$ cat src/rtl/lrs_pkg.sv
package lrs_pkg;

  typedef enum logic [3:0] {
    ST_IDLE, ST_POLL, ST_QUIESCE, ST_LANE_LO, ST_LANE_HI, ST_LSTAT_CLR,
    ST_UNDISC, ST_SETTLE, ST_RECHECK, ST_OES_WAIT, ST_ERR_CLR, ST_DONE, ST_FAIL
  } seq_st_e;

  localparam logic [2:0] FULL_WIDTH_CODE = 3'b010;
  localparam int unsigned MAX_TRIES = 3;

  // cycles = ceil(ns * kHz / 1e6), never below one
  function automatic int unsigned ns_to_cyc(longint unsigned ns, longint unsigned khz);
    longint unsigned c;
    c = (ns * khz + 64'd999_999) / 64'd1_000_000;
    return (c == 0) ? 1 : int'(c);
  endfunction

  function automatic int unsigned max2(int unsigned a, int unsigned b);
    return (a > b) ? a : b;
  endfunction

  function automatic logic width_good(logic wide, logic [2:0] code);
    return !wide || (code == FULL_WIDTH_CODE);
  endfunction

endpackage

$ cat src/rtl/lrs_timer.sv
module lrs_timer #(
  parameter int W = 8
) (
  input  logic         clk,
  input  logic         rst,
  input  logic         load,
  input  logic [W-1:0] load_val,
  output logic         zero
);
  logic [W-1:0] cnt;

  always_ff @(posedge clk) begin
    if (rst)          cnt <= '0;
    else if (load)    cnt <= load_val;
    else if (cnt != 0) cnt <= cnt - 1'b1;
  end

  assign zero = (cnt == 0);
endmodule

$ cat src/rtl/lrs_lane_ctl.sv
module lrs_lane_ctl #(
  parameter int LANES     = 8,
  parameter int BASE_LANE = 0
) (
  input  logic             wide,
  input  logic             hold,
  output logic [LANES-1:0] rx_rst_n
);
  localparam int WIDE_SPAN = 4;

  for (genvar i = 0; i < LANES; i++) begin : g_lane
    logic in_use;
    if (i == BASE_LANE) begin : g_base
      assign in_use = 1'b1;
    end else if (i > BASE_LANE && i < BASE_LANE + WIDE_SPAN) begin : g_wide
      assign in_use = wide;
    end else begin : g_idle
      assign in_use = 1'b0;
    end
    assign rx_rst_n[i] = !(hold && in_use);
  end
endmodule

$ cat src/rtl/lnk_recover_seq.sv
module lnk_recover_seq #(
  parameter int CLK_KHZ    = 125000,
  parameter int POLL_US    = 2000,
  parameter int QUIESCE_US = 50,
  parameter int LANE_LO_NS = 100,
  parameter int LANE_HI_NS = 300,
  parameter int SETTLE_US  = 24000,
  parameter int OES_US     = 1000000,
  parameter int LANES      = 8,
  parameter int BASE_LANE  = 0
) (
  input  logic             clk,
  input  logic             rst,
  input  logic             start,
  input  logic             xcvr_rst_done,
  input  logic             port_ok,
  input  logic [2:0]       init_width,
  input  logic             wide_mode,
  input  logic             out_err_stop,
  output logic             port_disable,
  output logic             tx_discard,
  output logic [LANES-1:0] lane_rx_rst_n,
  output logic             link_stat_clr,
  output logic             err_stat_clr,
  output logic             phy_err_clr,
  output logic             log_err_clr,
  output logic             seq_done,
  output logic             seq_fail,
  output logic [1:0]       tries
);
  import lrs_pkg::*;

  localparam int unsigned POLL_C  = ns_to_cyc(longint'(POLL_US) * 1000, CLK_KHZ);
  localparam int unsigned QUIET_C = ns_to_cyc(longint'(QUIESCE_US) * 1000, CLK_KHZ);
  localparam int unsigned LO_C    = ns_to_cyc(longint'(LANE_LO_NS), CLK_KHZ);
  localparam int unsigned HI_C    = ns_to_cyc(longint'(LANE_HI_NS), CLK_KHZ);
  localparam int unsigned SETL_C  = ns_to_cyc(longint'(SETTLE_US) * 1000, CLK_KHZ);
  localparam int unsigned OES_C   = ns_to_cyc(longint'(OES_US) * 1000, CLK_KHZ);
  localparam int unsigned MAX_C   =
    max2(max2(max2(POLL_C, QUIET_C), max2(LO_C, HI_C)), max2(SETL_C, OES_C));
  localparam int CW = $clog2(MAX_C + 1);

  seq_st_e st, nxt;
  logic    wide_q;
  logic    tmr_load, tmr_zero;
  logic [CW-1:0] tmr_val;
  logic    try_inc, try_clr;
  logic    launch, link_good, link_bad;
  logic    lane_hold;

  // named events for checking and readability
  assign launch    = start && (st == ST_IDLE || st == ST_DONE || st == ST_FAIL);
  assign link_good = port_ok && width_good(wide_q, init_width);
  assign link_bad  = port_ok && !width_good(wide_q, init_width);

  always_comb begin
    nxt      = st;
    tmr_load = 1'b0;
    tmr_val  = '0;
    try_inc  = 1'b0;
    try_clr  = 1'b0;
    unique case (st)
      ST_IDLE, ST_DONE, ST_FAIL: begin
        if (start) begin
          try_clr = 1'b1;
          if (!xcvr_rst_done) begin
            nxt = ST_FAIL;
          end else begin
            nxt = ST_POLL; tmr_load = 1'b1; tmr_val = CW'(POLL_C - 1);
          end
        end
      end
      ST_POLL: begin
        if (link_good) begin
          nxt = ST_OES_WAIT; tmr_load = 1'b1; tmr_val = CW'(OES_C - 1);
        end else if (link_bad || tmr_zero) begin
          nxt = ST_QUIESCE; tmr_load = 1'b1; tmr_val = CW'(QUIET_C - 1); try_inc = 1'b1;
        end
      end
      ST_QUIESCE: if (tmr_zero) begin
        nxt = ST_LANE_LO; tmr_load = 1'b1; tmr_val = CW'(LO_C - 1);
      end
      ST_LANE_LO: if (tmr_zero) begin
        nxt = ST_LANE_HI; tmr_load = 1'b1; tmr_val = CW'(HI_C - 1);
      end
      ST_LANE_HI: if (tmr_zero) nxt = ST_LSTAT_CLR;
      ST_LSTAT_CLR: nxt = ST_UNDISC;
      ST_UNDISC: begin
        nxt = ST_SETTLE; tmr_load = 1'b1; tmr_val = CW'(SETL_C - 1);
      end
      ST_SETTLE: if (tmr_zero) nxt = ST_RECHECK;
      ST_RECHECK: begin
        if (link_good) begin
          nxt = ST_OES_WAIT; tmr_load = 1'b1; tmr_val = CW'(OES_C - 1);
        end else if (tries == 2'(MAX_TRIES)) begin
          nxt = ST_FAIL;
        end else begin
          nxt = ST_QUIESCE; tmr_load = 1'b1; tmr_val = CW'(QUIET_C - 1); try_inc = 1'b1;
        end
      end
      ST_OES_WAIT: begin
        if (!out_err_stop) nxt = ST_ERR_CLR;
        else if (tmr_zero) nxt = ST_FAIL;
      end
      ST_ERR_CLR: nxt = ST_DONE;
      default: nxt = ST_IDLE;
    endcase
  end

  always_ff @(posedge clk) begin
    if (rst) begin
      st     <= ST_IDLE;
      tries  <= '0;
      wide_q <= 1'b0;
    end else begin
      st <= nxt;
      if (launch)       wide_q <= wide_mode;
      if (try_clr)      tries  <= '0;
      else if (try_inc) tries  <= tries + 1'b1;
    end
  end

  lrs_timer #(.W(CW)) u_tmr (
    .clk(clk), .rst(rst), .load(tmr_load), .load_val(tmr_val), .zero(tmr_zero)
  );

  assign lane_hold = (st == ST_LANE_LO);

  lrs_lane_ctl #(.LANES(LANES), .BASE_LANE(BASE_LANE)) u_lanes (
    .wide(wide_q), .hold(lane_hold), .rx_rst_n(lane_rx_rst_n)
  );

  assign tx_discard    = (st == ST_QUIESCE) || (st == ST_LANE_LO) ||
                         (st == ST_LANE_HI) || (st == ST_LSTAT_CLR);
  assign port_disable  = tx_discard || (st == ST_UNDISC);
  assign link_stat_clr = (st == ST_LSTAT_CLR);
  assign err_stat_clr  = (st == ST_ERR_CLR);
  assign phy_err_clr   = (st == ST_ERR_CLR);
  assign log_err_clr   = (st == ST_ERR_CLR);
  assign seq_done      = (st == ST_DONE);
  assign seq_fail      = (st == ST_FAIL);
endmodule

$ cat config.mk
export PLATFORM = sky130hd
export DESIGN_NAME = lnk_recover_seq
export DESIGN_NICKNAME = d
export VERILOG_FILES = /design/src/rtl/lrs_pkg.sv /design/src/rtl/lrs_timer.sv /design/src/rtl/lrs_lane_ctl.sv /design/src/rtl/lnk_recover_seq.sv
export SDC_FILE = /design/constraint.sdc
export NUM_CORES = 1
export LEC_CHECK = 0
export BUFFER_PORTS_ARGS = -buffer_cell sky130_fd_sc_hd__clkbuf_2
export CAP_MARGIN = 15
export CORE_ASPECT_RATIO = 0.75
export CORE_MARGIN = 10
export CORE_UTILIZATION = 61
export CTS_BUF_LIST = sky130_fd_sc_hd__clkbuf_8
export DETAILED_ROUTE_END_ITERATION = 12
export MAX_ROUTING_LAYER = met4
export PLACE_DENSITY = 0.92
export SLEW_MARGIN = 20
export SYNTH_ARGS = -nofsm -noshare
export SYNTH_HDL_FRONTEND = slang
export SYNTH_HIERARCHICAL = 1
export SYNTH_SLANG_ARGS = --single-unit
$ cat constraint.sdc
create_clock -name clk -period 4.72 [get_ports clk]
set_clock_uncertainty 0.1 [all_clocks]
set_input_delay 0.944 -clock clk [delete_from_list [all_inputs] [get_ports clk]]
set_output_delay 0.944 -clock clk [all_outputs]
set_load 0.005 [all_outputs]
# After elaboration in Yosys (flattened, before gate mapping)
# Cells that the tools add are included.
# classes
n_addsub	2
mul	0
div_mod_pow	0
n_lt_le_gt_ge	0
n_eq_ne	21
shifts	0
muxes	37
bitwise_logic	0
n_reduce_logical	24
# ops
operator	count
$pmux W27 S6	1
$mux W27	4
$mux W4	13
$pmux W4 S11	1
$mux W18	2
$logic_not A27 Y1	1
$reduce_bool A27 Y1	1
$sub A27 B1 Y27 const B	1
$mux W13	2
$eq A4 B4 Y1 const B	5
$eq A4 B3 Y1 const B	4
$mux W1	11
$ne A2 B2 Y1 const B	5
$eq A4 B2 Y1 const B	2
$logic_or A1 B1 Y1	8
$reduce_and A7 Y1	1
$mux W6	1
$ne A3 B3 Y1 const B	2
$pmux W1 S5	1
$eq A4 B1 Y1 const B	1
$logic_and A1 B1 Y1	4
$logic_not A1 Y1	4
$logic_not A4 Y1	1
$reduce_or A2 Y1	2
6 further kinds	6
# totals
regBits	34
latchBits	0
mem_bits_rw	0
romBits	0
wordCells	88
mem_count	0

# Depth between registers and ports, before layout
# Gate-level depths: netlist of the first run.
# logic_depth
ltp_word	9
depth_mapped	17
ltp_nobuf	14

# Cells and area by module
# The synthesis of the first run kept the hierarchy.
# modules_own_cells
module	n_inst	cells_each	area_per_inst_um2
lrs_timer	1	170	1420.1
lnk_recover_seq	1	128	929.6
lrs_lane_ctl	1	9	56.3

# Worst setup path after synthesis of the first run
# Ideal clock, no wire load.
# synth_path
kind	register to register
from	register u_tmr.cnt[0]
to	register u_tmr.cnt[10]
arrival_time_ns	3.129
required_ns	4.546
path_slack_ns	1.416
path_stages_with_launch	18
path_buffers	3
synth_period_minus_slack_ns	3.304
cell_sequence	dfxtp_1 -> inv_1 -> ha_1 -> or3b_1 -> clkbuf_1 -> nor2_1 -> nand4_1 -> nor4_1 -> o21a_1 -> a31oi_1 -> inv_1 -> nor2_1 -> nand2_1 -> nor2b_1 -> clkbuf_1 -> clkbuf_1 -> nand2_1 -> o21ai_0
# synth_via
elab_chain_cells	6
elab_cells_between_ends	11
# synth_rtl
element	line_no	rtl
start, declared	lrs_timer.sv:10	logic [W-1:0] cnt;
start signal, assigned	lrs_timer.sv:14	else if (load) cnt <= load_val;
start signal, assigned	lrs_timer.sv:15	else if (cnt != 0) cnt <= cnt - 1'b1;
$logic_not A27 Y1 *	lrs_timer.sv:18	assign zero = (cnt == 0);
via tmr_zero	lnk_recover_seq.sv:45	logic tmr_load, tmr_zero;
$logic_or A1 B1 Y1	lnk_recover_seq.sv:76	end else if (link_bad || tmr_zero) begin
$mux W1	lnk_recover_seq.sv:76	
$mux W1	lnk_recover_seq.sv:74	if (link_good) begin
$pmux W1 S5 *	lnk_recover_seq.sv:62	unique case (st)
via tmr_load	lnk_recover_seq.sv:45	
$mux W27 or $reduce_bool A2 Y1 (tied branches)	-	
# Mark *: on every way through the listed nets, which the timed path passes. The rest lies on a longest branch. The select of a mux whose other input is x is not followed.
# A chain may end at the register's enable or synchronous reset.

# Worst setup path in the final report of the first run
# layout_path
from	register u_tmr.cnt[0]
to	register u_tmr.cnt[5]
# The elaborated chain is that of the path after synthesis.

==> metrics.yaml, run 1 <==
die:
  core_sq_um: 3732
  rows: 19
  die_x_um: 92.52
  initial_utilization_pct: 64.47
  dieHeight_um: 74.39
  io_pins: 28
  dieArea_sq_um: 6883
worst_setup_path:
  start_kind: "register"
  critPathCaptureType: "register"
  crit_required_ns: 4.76
  worst_path_max_delay_cell: "nor4_1"
  cp_common_cell: "nor2_1"
  crit_arrival_ns: 4.04
  path_class: "reg2reg"
  crit_fanout: 20
  worst_path_dominant_cell_family: "simple AND/OR/NAND/NOR gates"
  cpPeakStageDelay_ns: 0.73
  crit_buf_inv: 2
  cp_cell_sequence: "inv_1 > ha_1 > or3b_1 > nor2_1 > nand4_1 > nor4_1 > o21a_1 > a31oi_1 > inv_1 > nor2_1 > nand2_1 > nor2_1 > nand2_1 > o21ai_0"
clock_network:
  post-cts-setup-buffers: 0
  cts_tree: "done"
  numCtsBuffers: 5
  cts_buffer_depth: 2
  clock-sinks: 34
  clk_latency_ns: 0.28
  clk_pin_slew_ns: 0.06
  cts_resized: 0
  root_buffer: "clkbuf_8"
  h-tree-depth: 2
  hold_buffers: 0
sta:
  rsz0062_at_grt: "no"
  worstMarginPinSlew_ns: 0.9335
  fin_ws_ns: 0.7118
  max_freq_mhz: 249.5
  slew_headroom_pct: 37.19
  setup_viol: 0
  finalMaxSlewViolations: 0
  final.period_utilization_pct: 84.92
  finalCriticalPeriod_ns: 4.008
  hold_viol: 0
  fin_tns_setup_ns: 0
cells_and_area:
  antennaDiodeCount: 0
  area_growth_pct: 5.460
  drive_gt1_share_pct: 12.97
  fin_area_sq_um: 2537
  fillerInstances: 308
  stdcell_count: 368
  fin_nets: 329
grt:
  grt_pass1_wl_mm: 9.756
  grt_pass1_vias: 1968
  grt.total_usage_pct: 17.61
  grt_overflow: 0
  grt_max_degree: 26
  antenna_found_initial: 0
routing:
  first_pass_iters: 5
  drc_errors: 0
  wirelength_mm: 5.767
  vias: 2266
  vias_per_cell: 6.158
  ant_nets: 0
  drt_iter0_markers: 347
  wl_per_cell_um: 15.67
status:
  status: "complete, no violations"
synth:
  ys.flop_type: "dfxtp_1"
  netlist.top_cell.by_area: "dfxtp_1"
  synthCells: 307
  ys_ff_latch: 34
  synth_area_leaders: "dfxtp_1, nand2_1, o21ai_0"
  synth-async-reset-ratio_pct: 0
  ys_warn_count: 6
  avgSynthCellArea_sq_um: 7.837
  synth_cell_types: 62
  synth_most_common_cell: "nand2_1"
  synth-edff-count: 0
  syn_area_sq_um: 2406
  synthTopCellsByCount: "nand2_1, dfxtp_1, o21ai_0"
  synth_top_cell_area_share_pct: 28.29
  ys_seq_area_share_pct: 28.29
flow_run:
  cap_violations: 0
placed_design:
  io_buffers: 23
  globalplace.congestion: 0.9496
  pre_cts_slack_ns: 0.8528
  dp_hpwl_mm: 4.150
  place_area_sq_um: 2455
  dp_cells: 362
pwr:
  power_per_cell_area_nw_per_um2: 658.8
  peakVddDrop_mv: 0.3942
  p_leak_nw: 1.026
hold_path:
  min_path_type: "reg2reg"
-- per-stage QoR --
step                power [W]  utilization, %  hold WS [ns]
global placement     0.001414           65.77        0.4087
detailed placement   0.001434           65.77        0.4069
floorplan            0.001262               -        0.3744
CTS                  0.001652           67.99        0.4230
global route         0.001800           67.99        0.4442
finish               0.001672           67.99        0.4217
-- flip-flops by register name, indices dropped and copies added (netlist names) --
register   count
u_tmr/cnt     27
st             4
wide_q         1
tries          2
-- per-layer routing --
metal  wire length [um]  track usage, %  up-vias
li1                   -               -     1108
met1               2808           24.83     1029
met2               2315           24.22      120
met3                595           4.322        9
met4                 48           4.437        0
met5                  0               -        -
-- final cells by class --
| cell class | instances | area [sq um] | area share, % |
|---|---|---|---|
| sequential | 34 | 680.7 | 26.82 |
| tap | 52 | 65.06 | 2.564 |
| inverter | 8 | 30.03 | 1.183 |
| clock buffer | 6 | 82.58 | 3.254 |
| multi-input combinational | 244 | 1556 | 61.34 |
| timing repair buffer | 24 | 122.6 | 4.832 |
-- where the power goes --
part / internal, W / leakage, nW / switching (W)
Combinational: 0.000400 / 0.705 / 0.000548
Clock: 0.000112 / 0.0431 / 0.0000953
Sequential: 0.000374 / 0.278 / 0.000142
Total: 0.000886 / 1.03 / 0.000785
-- path summary, 6_finish.rpt --
| path | depth (start not counted) | from | slack (ns) | endpoint |
|---|---|---|---|---|
| min | 2 | wide_q$_SDFFE_PP0P_ | 0.42 | wide_q$_SDFFE_PP0P_ |
| max | 14 | u_tmr/cnt[0]$_SDFFE_PP0P_ | 0.71 | u_tmr/cnt[5]$_SDFFE_PP0P_ |
| max reg2reg | 14 | u_tmr/cnt[0]$_SDFFE_PP0P_ | 0.71 | u_tmr/cnt[5]$_SDFFE_PP0P_ |
| min reg2reg | 2 | wide_q$_SDFFE_PP0P_ | 0.42 | wide_q$_SDFFE_PP0P_ |
-- cell families (layout without fill, tap and decap cells) --
| kind of cell | Yosys count | in the layout | synth area share [%] |
|---|---|---|---|
| and+or+nand+nor | 141 | 141 | 33.33 |
| AOI/OAI and AO/OA | 68 | 68 | 19.29 |
| DFF | 34 | 34 | 28.29 |
| buffers and inverters | 33 | 38 | 7.644 |
| xor gates and xnor gates | 23 | 23 | 8.373 |
| muxes | 4 | 4 | 1.716 |
| adders and majority gates | 2 | 2 | 1.040 |
| other | 2 | 6 | 0.3121 |
-- worst register-to-register path: stages, from the launching register on --
cell,delay (ns)
dfxtp_1,0.32
inv_1,0.08
ha_1,0.18
or3b_1,0.50
nor2_1,0.31
nand4_1,0.14
nor4_1,0.73
o21a_1,0.23
a31oi_1,0.09
inv_1,0.12
nor2_1,0.06
nand2_1,0.16
nor2_1,0.15
nand2_1,0.47
o21ai_0,0.21
-- placed cells by master, fill, tap and decap left out, types with 2 or more instances in the layout --
cell type,instances
a211o_1,2
a21oi_1,5
a22o_1,6
a31oi_1,5
a32o_1,3
and2b_1,2
and3_1,3
clkbuf_2,23
clkbuf_8,6
conb_1,6
dfxtp_1,34
ha_1,2
inv_1,8
mux2i_1,3
nand2_1,41
nand2b_1,10
nand3_1,6
nand3b_1,4
nand4_1,3
nor2_1,21
nor2b_1,3
nor3_1,11
nor3b_1,3
nor4_1,9
nor4_4,2
o21ai_0,27
o21bai_1,3
o31a_1,2
o31ai_1,2
or2b_1,2
or3_1,7
or4_1,3
xnor2_1,8
xor2_1,15
No activity file was read; power rests on OpenSTA's default activity.
==> inputs of run 2 (changes only) <==
CORE_UTILIZATION = 55   (was 61)
PLACE_DENSITY = 0.88   (was 0.92)
clock period = 3.3 ns   (was 4.72 ns; I/O delays follow)
==> metrics.yaml, run 2 (synthesized netlist as in run 1, its figures left out) <==
status:
  status: "complete, no violations"
routing:
  vias_per_cell: 6.105  # -0.86%
  wl_per_cell_um: 16.37  # +4.4%
  vias: 2332  # +2.9%
  wirelength_mm: 6.252  # +8.4%
  ant_nets: 0  # unchanged
  drc_errors: 0  # unchanged
  first_pass_iters: 5  # unchanged
  drt_iter0_markers: 362  # +4.3%
worst_setup_path:
  crit_fanout: 25  # +25%
  critPathCaptureType: "register"
  crit_required_ns: 3.40  # -1.36 ns
  path_class: "reg2reg"
  crit_arrival_ns: 3.24  # -0.80 ns
  start_kind: "register"
hold_path:
  min_path_type: "reg2reg"
clock_network:
  root_buffer: "clkbuf_8"
  numCtsBuffers: 5  # unchanged
  post-cts-setup-buffers: 0  # unchanged
  hold_buffers: 0  # unchanged
  cts_resized: 0  # unchanged
  clk_pin_slew_ns: 0.07  # about the same
  cts_buffer_depth: 2  # unchanged
  h-tree-depth: 2  # unchanged
  clock-sinks: 34  # unchanged
  clk_latency_ns: 0.29  # about the same
  cts_tree: "done"
placed_design:
  globalplace.congestion: 0.9674  # +1.9%
  dp_cells: 374  # +3.3%
  dp_hpwl_mm: 4.646  # +12%
  io_buffers: 23  # unchanged
sta:
  hold_viol: 0  # unchanged
  setup_viol: 0  # unchanged
  fin_tns_setup_ns: 0  # unchanged
  finalMaxSlewViolations: 0  # unchanged
  finalCriticalPeriod_ns: 3.140  # -0.8680 ns
  final.period_utilization_pct: 95.16  # +10 points
  slew_headroom_pct: 58.61  # +21 points
  rsz0062_at_grt: "no"
  worstMarginPinSlew_ns: 0.6131  # -0.3204 ns
  max_freq_mhz: 318.5  # +28%
cells_and_area:
  antennaDiodeCount: 0  # unchanged
  max_flop_register: "u_tmr/cnt"
  area_growth_pct: 9.933
  layout_common_cells: "nand2_1, dfxtp_1, o21ai_0"
  fillerInstances: 350  # +14%
  stdcell_count: 382  # +3.8%
  fin_nets: 338  # +2.7%
  drive_gt1_share_pct: 15.90  # +2.9 points
  final_common_cell: "nand2_1"
  largest_reg_flops: 27  # unchanged
  reg_top3: "u_tmr/cnt x27, st x4, tries x2"
grt:
  grt_overflow: 0  # unchanged
  antenna_found_initial: 0  # unchanged
  grt_pass1_wl_mm: 10.21  # +4.7%
  grt_max_degree: 26  # unchanged
  grt.total_usage_pct: 17.33  # -0.28 points
  grt_pass1_vias: 2122  # +7.8%
pwr:
  peakVddDrop_mv: 0.5833  # +48%
  power_per_cell_area_nw_per_um2: 963.8  # +46%
  p_leak_nw: 1.090  # +6.2%
  power_w: 0.002549  # +52%
die:
  io_pins: 28  # unchanged
  rows: 20  # +1
  dieHeight_um: 77.28  # +3.9%
  dieArea_sq_um: 7448  # +8.2%
  initial_utilization_pct: 58.27  # -6.2 points
  core_sq_um: 4129  # +11%
  die_x_um: 96.38  # +4.2%
flow_run:
  cap_violations: 0  # unchanged
[run 2: final cells by class]
| class | instances | area, sq um | share of cell area [%] |
|---|---|---|---|
| multi-input combinational | 244 | 1565 | 59.18 |
| inverter | 8 | 30.03 | 1.135 |
| tap | 55 | 68.82 | 2.602 |
| clock buffer | 5 | 68.82 | 2.602 |
| sequential | 34 | 680.7 | 25.73 |
| clock inverter | 3 | 37.54 | 1.419 |
| timing repair buffer | 33 | 193.9 | 7.332 |
[run 2: report_power, final]
| group | total, W | switching [W] | internal, W |
|---|---|---|---|
| sequential | 0.000687 | 0.000153 | 0.000535 |
| clock | 0.000370 | 0.000150 | 0.000220 |
| combinational | 0.00149 | 0.000867 | 0.000626 |
[run 2: critical path, stage by stage, from the launching register on]
cell and delay (ns):
dfxtp_1 0.34, or4_4 0.60, nor4_4 0.33, nand4_1 0.17
nor4_2 0.26, o21a_1 0.19, a31oi_1 0.09, inv_1 0.13
nor2_1 0.06, nand2_1 0.18, nor2b_1 0.19, buf_6 0.22
nand2_1 0.09, o21ai_0 0.10
[run 2: worst paths after layout]
kind                        startpoint                        end  slack [ns]  cells past startpoint
max          u_tmr/cnt[7]$_SDFFE_PP0P_  u_tmr/cnt[8]$_SDFFE_PP0P_        0.16                     13
min                wide_q$_SDFFE_PP0P_        wide_q$_SDFFE_PP0P_        0.42                      2
max reg2reg  u_tmr/cnt[7]$_SDFFE_PP0P_  u_tmr/cnt[8]$_SDFFE_PP0P_        0.16                     13
min reg2reg        wide_q$_SDFFE_PP0P_        wide_q$_SDFFE_PP0P_        0.42                      2
[run 2: per-layer routing]
| layer | up-vias | part of all wire (%) | GRT usage [%] |
|---|---|---|---|
| met3 | 15 | 8.7 | 4.475 |
| met2 | 116 | 44 | 24.70 |
| met4 | 0 | 1.9 | 6.087 |
| met5 | - | 0 | - |
| met1 | 1071 | 46 | 22.88 |
| li1 | 1130 | - | - |
[run 2: through the flow]
stage | utilization, % | cell area [sq um] | hold WS, ns | setup slack, ns
2_1_floorplan | - | 2427 | 0.3744 | 0.1691
3_3_place_gp | 61.33 | 2532 | 0.3985 | 0.3715
3_5_place_dp | 61.33 | 2532 | 0.4105 | 0.2038
4_1_cts | 63.91 | 2639 | 0.4236 | 0.1552
5_1_grt | 64.06 | 2645 | 0.4876 | 0.003343
6_report | 64.06 | 2645 | 0.4187 | 0.1598
